### config.mk
export PLATFORM = sky130hd
export DESIGN_NAME = conv_start_sel
export DESIGN_NICKNAME = d
export VERILOG_FILES = /design/src/rtl/cst_pkg.sv /design/src/rtl/cst_sync.sv /design/src/rtl/cst_cfg_reg.sv /design/src/rtl/cst_edge_det.sv /design/src/rtl/conv_start_sel.sv
export SDC_FILE = /design/constraint.sdc
export NUM_CORES = 1
export LEC_CHECK = 0
export BUFFER_PORTS_ARGS = -buffer_cell sky130_fd_sc_hd__buf_2
export CORE_MARGIN = 8
export CORE_UTILIZATION = 50
export DETAILED_ROUTE_END_ITERATION = 16
export GPL_TIMING_DRIVEN = 0
export PLACE_DENSITY = 0.87
export SYNTH_ARGS = -nofsm -noshare
export SYNTH_HDL_FRONTEND = slang
export SYNTH_SLANG_ARGS = --single-unit
### constraint.sdc
create_clock -name clk -period 1.77 [get_ports clk]
set_input_delay 0.354 -clock clk [delete_from_list [all_inputs] [get_ports clk]]
set_output_delay 0.354 -clock clk [all_outputs]
set_load 0.005 [all_outputs]
### src/rtl/cst_pkg.sv
package cst_pkg;

    localparam int unsigned NUM_SRC   = 6;
    localparam int unsigned CODE_W    = 3;
    localparam int unsigned SRC_IDX_W = $clog2(NUM_SRC);

    typedef enum logic [CODE_W-1:0] {
        START_NONE = 3'd0,
        START_NOW  = 3'd1,
        START_T0   = 3'd2,
        START_T1   = 3'd3,
        START_T2   = 3'd4,
        START_T3   = 3'd5,
        START_T4   = 3'd6,
        START_T5   = 3'd7
    } start_code_e;

    typedef struct packed {
        logic        burst;
        logic        fall;
        start_code_e code;
    } start_cfg_t;

    localparam start_cfg_t CFG_RESET = '{burst: 1'b0, fall: 1'b0, code: START_NONE};

    function automatic logic is_trig_code(input start_code_e c);
        return (c != START_NONE) && (c != START_NOW);
    endfunction

    function automatic logic [SRC_IDX_W-1:0] src_index(input start_code_e c);
        logic [CODE_W-1:0] raw;
        raw = c;
        if (is_trig_code(c))
            return SRC_IDX_W'(raw - CODE_W'(2));
        return '0;
    endfunction

    function automatic logic pick_level(input logic [NUM_SRC-1:0] lines,
                                        input start_cfg_t cfg);
        return lines[src_index(cfg.code)] ^ cfg.fall;
    endfunction

endpackage

### src/rtl/cst_sync.sv
module cst_sync #(
    parameter int unsigned WIDTH  = 6,
    parameter int unsigned STAGES = 2
) (
    input  logic             clk,
    input  logic             rst,
    input  logic [WIDTH-1:0] d_in,
    output logic [WIDTH-1:0] d_out
);
    localparam int unsigned LAST = STAGES - 1;

    logic [WIDTH-1:0] chain [STAGES];

    genvar s;
    generate
        for (s = 0; s < STAGES; s++) begin : g_stage
            if (s == 0) begin : g_first
                always_ff @(posedge clk) begin
                    if (rst) chain[0] <= '0;
                    else     chain[0] <= d_in;
                end
            end else begin : g_next
                always_ff @(posedge clk) begin
                    if (rst) chain[s] <= '0;
                    else     chain[s] <= chain[s-1];
                end
            end
        end
    endgenerate

    assign d_out = chain[LAST];
endmodule

### src/rtl/cst_cfg_reg.sv
module cst_cfg_reg
    import cst_pkg::*;
(
    input  logic       clk,
    input  logic       rst,
    input  logic       ctrl_wr,
    input  start_cfg_t ctrl_cfg,
    input  logic       glob_wr,
    input  start_cfg_t glob_cfg,
    output start_cfg_t cfg_q,
    output start_cfg_t cfg_next,
    output logic       wr_any,
    output logic       imm_fire
);
    always_comb begin
        wr_any   = ctrl_wr | glob_wr;
        cfg_next = glob_wr ? glob_cfg : ctrl_cfg;
        imm_fire = wr_any && (cfg_next.code == START_NOW) && !cfg_next.burst;
    end

    always_ff @(posedge clk) begin
        if (rst)         cfg_q <= CFG_RESET;
        else if (wr_any) cfg_q <= cfg_next;
    end
endmodule

### src/rtl/cst_edge_det.sv
module cst_edge_det
    import cst_pkg::*;
(
    input  logic               clk,
    input  logic               rst,
    input  logic [NUM_SRC-1:0] lines,
    input  start_cfg_t         cfg_cur,
    input  start_cfg_t         cfg_new,
    input  logic               reload,
    output logic               rise
);
    logic lvl_cur;
    logic lvl_new;
    logic hist_q;
    logic armed;

    always_comb begin
        lvl_cur = pick_level(lines, cfg_cur);
        lvl_new = pick_level(lines, cfg_new);
        armed   = is_trig_code(cfg_cur.code) && !cfg_cur.burst;
        rise    = armed && lvl_cur && !hist_q;
    end

    always_ff @(posedge clk) begin
        if (rst)         hist_q <= 1'b0;
        else if (reload) hist_q <= lvl_new;
        else             hist_q <= lvl_cur;
    end
endmodule

### src/rtl/conv_start_sel.sv
module conv_start_sel
    import cst_pkg::*;
#(
    parameter int unsigned SYNC_STAGES = 2
) (
    input  logic               clk,
    input  logic               rst,
    input  logic               ctrl_wr,
    input  logic [CODE_W-1:0]  ctrl_mode,
    input  logic               ctrl_fall,
    input  logic               ctrl_burst,
    input  logic               glob_wr,
    input  logic [CODE_W-1:0]  glob_mode,
    input  logic               glob_fall,
    input  logic               glob_burst,
    input  logic [NUM_SRC-1:0] trig_in,
    output logic               start_o
);
    start_cfg_t         ctrl_cfg;
    start_cfg_t         glob_cfg;
    start_cfg_t         cfg_q;
    start_cfg_t         cfg_next;
    logic               wr_any;
    logic               imm_fire;
    logic [NUM_SRC-1:0] trig_sync;
    logic               trig_rise;

    always_comb begin
        ctrl_cfg.burst = ctrl_burst;
        ctrl_cfg.fall  = ctrl_fall;
        ctrl_cfg.code  = start_code_e'(ctrl_mode);
        glob_cfg.burst = glob_burst;
        glob_cfg.fall  = glob_fall;
        glob_cfg.code  = start_code_e'(glob_mode);
    end

    cst_sync #(
        .WIDTH  (NUM_SRC),
        .STAGES (SYNC_STAGES)
    ) u_sync (
        .clk   (clk),
        .rst   (rst),
        .d_in  (trig_in),
        .d_out (trig_sync)
    );

    cst_cfg_reg u_cfg (
        .clk      (clk),
        .rst      (rst),
        .ctrl_wr  (ctrl_wr),
        .ctrl_cfg (ctrl_cfg),
        .glob_wr  (glob_wr),
        .glob_cfg (glob_cfg),
        .cfg_q    (cfg_q),
        .cfg_next (cfg_next),
        .wr_any   (wr_any),
        .imm_fire (imm_fire)
    );

    cst_edge_det u_edge (
        .clk     (clk),
        .rst     (rst),
        .lines   (trig_sync),
        .cfg_cur (cfg_q),
        .cfg_new (cfg_next),
        .reload  (wr_any),
        .rise    (trig_rise)
    );

    always_ff @(posedge clk) begin
        if (rst)         start_o <= 1'b0;
        else if (wr_any) start_o <= imm_fire;
        else             start_o <= trig_rise;
    end
endmodule

==> metrics.cfg <==
[outcome]
status = complete, no violations

[floorplan]
die_x_um = 57.3
fp.coreArea_mm2 = 0.00167
die-area_mm2 = 0.00328
rows = 15
start_util_pct = 50.9
fp.dieH_um = 57.3
ios = 21

[drt]
num_vias = 710
initialDrtViolationCount = 6
firstDrtPassIters = 4
wirelength_um = 1720
drc = 0
wire_per_inst_um = 13.1
detail-route-antenna-nets = 0
viasPerCell = 5.42

[clocking]
clk_pin_slew_ns = 0.10
root_buffer = clkbuf_4
cts_tree = built
cts-resized-gates = 0
cts.path.max_buffers = 2
cts_setup_buffers = 0
clock_latency_ns = 0.29
cts_sinks = 19
cts_made_buffers = 3
h-tree-depth = 1
cts-hold-fix-buffers = 0

[worst_setup_path]
cp_top_family = simple AND/OR/NAND/NOR gates
r2r_cells = 4
r2r-start = u_cfg.cfg_q[0]
critical_path.slowest_cell = or3_1
endpoint = u_edge.hist_q
critPathMaxFanout = 6
crit_start = glob_wr
rrSetupSlack_ns = 0.21
cp_slowest_stage_delay_ns = 0.36
cp.depth = 6
cp-start-kind = input pin
critPathKind = in -> reg
worstPathArrival_ns = 1.83
critPathCaptureType = flip-flop
reg2reg_to = u_edge.hist_q
worstPathRequired_ns = 2.00
worst-path-buf-inv = 1
path_cells = buf_2 > nand2b_2 > o22ai_1 > mux2_4 > or3_1 > o221ai_2

[layout]
stdcell_area_um2 = 993
syn_to_final_growth_pct = 16.8
final_cell_mix = buf_2 (20), dfxtp_1 (19), nor2_1 (14)
final_common_cell = buf_2
finish.utilization_pct = 59.5
antenna_cells = 0
drive_gt1_share_pct = 25.4
final_nets = 135

[logic_synthesis]
synth_area_per_cell_um2 = 9.35
synth-seq-cells = 19
synth.area.top_cells = dfxtp_1 (45%), nor2b_1 (9.6%), mux2i_1 (8.2%)
synth_area_um2 = 851
seq_area_frac_synth_pct = 44.7
yosys.area.top_type = dfxtp_1
ys_types = 26
netlist.area_leader.share_pct = 44.7
synth_fp_nets = 111
syn_inst = 91
yosysWarnings = 0

[grt]
grtUsageTotal_pct = 11.8
grt_max_degree = 11
grt_pass1_vias = 732
antenna_found_initial = 0
overflow = 0
grt_pass1_wl_um = 3130

[sta]
hold_viol = 0
rsz0062_at_grt = no
slew_headroom_pct = 70.6
min_period_ns = 1.61
fin_crit_sh_pct = 90.8
worstMarginPinSlew_ns = 0.441
slew_violations = 0
setup_viol = 0
fmax_ghz = 0.622
clock_skew_ns = 0.00523
fin_ws_ns = 0.162

[power_and_ir_drop]
power.density_mw_per_mm2 = 817
max-vdd-ir-drop_mv = 0.590
intPower_w = 0.000607
sw_frac_of_total_pct = 25.2
p_leak_nw = 0.430
power.share.clock_pct = 26.3
combPwrFrac_pct = 16.3
seqPwrFrac_pct = 57.5
switchingPower_w = 0.000204

[place]
port_buffers = 19
place_area_um2 = 967
gp_congestion = 0.786
dp_hpwl_um = 1370
dp_slack_ns = -0.135

[min_path]
hold_path_class = in -> reg
hold_start = trig_in[4]

[job]
cap_viol_max_count = 0

power groups by stage:
stage	combinational [W]	sequential [W]	clock, W
final	0.000132	0.000466	0.000213
after global routing	0.000150	0.000469	0.000234
after CTS	0.000133	0.000466	0.000219
after detailed placement	0.000132	0.000477	0
after global placement	0.000126	0.000475	0
after floorplan	0.0000918	0.000472	0
stage by stage:
stage | cells | hold WS [ns] | setup TNS [ns] | power, W
6_report | 131 | 0.263 | 0 | 0.000812
5_1_grt | 131 | 0.261 | 0 | 0.000853
4_1_cts | 131 | 0.261 | 0 | 0.000818
3_5_place_dp | 127 | 0.423 | -0.135 | 0.000609
3_3_place_gp | 127 | 0.415 | -0.0838 | 0.000601
2_1_floorplan | 91 | 0.414 | 0 | 0.000564
synthesized netlist by cell type:
cell / count
nor2b_1: 13
buf_2: 1
mux2_4: 2
o31ai_1: 2
a31oi_1: 1
and3_2: 1
mux2_1: 2
a32oi_1: 1
nor2_1: 14
dfxtp_1: 19
or2_1: 1
nor3_1: 5
o22ai_1: 1
or3_1: 3
mux2i_1: 7
xor2_1: 1
nand2_1: 2
nand2b_2: 1
nor2b_2: 1
o21a_1: 1
o21ai_0: 2
clkbuf_1: 3
a21oi_1: 3
nor3b_1: 1
a211oi_1: 2
o221ai_2: 1
kinds of logic after synthesis:
| logic type | count (synthesis) | share of synthesized area, % |
|---|---|---|
| AO/OA/AOI/OAI | 14 | 11.6 |
| XOR/XNOR | 1 | 1.03 |
| buffers and inverters | 4 | 1.91 |
| flip-flops | 19 | 44.7 |
| multiplexers | 11 | 14.4 |
| AND/OR/NAND/NOR | 42 | 26.3 |
per-layer routing:
layer,track usage (%),vias to the layer above,routed length [um]
li1,-,362,-
met1,12.2,323,778
met2,20.5,23,800
met3,4.48,2,115
met4,5.36,0,22
met5,0,-,0
state kept, by name (all words and copies together), names as in the netlist:
register       count
u_sync.chain      12
u_cfg.cfg_q        5
u_edge.hist_q      1
start_o            1
final cells by class:
class | instances | area, um^2
buffer | 4 | 16.3
clock buffer | 4 | 26.3
fill | 154 | 677
multi-input combinational | 68 | 454
sequential | 19 | 380
tap | 17 | 21.3
timing repair buffer | 19 | 95.1
how the worst min path moves through the flow:
stage                               to  depth (start not counted)
floorplan           u_sync.chain[1][0]                          1
finish              u_sync.chain[0][4]                          2
detailed placement  u_sync.chain[1][0]                          1
global route        u_sync.chain[0][1]                          2
global placement    u_sync.chain[1][3]                          1
CTS                 u_sync.chain[0][3]                          2
(Power assumes the default switching activity.)
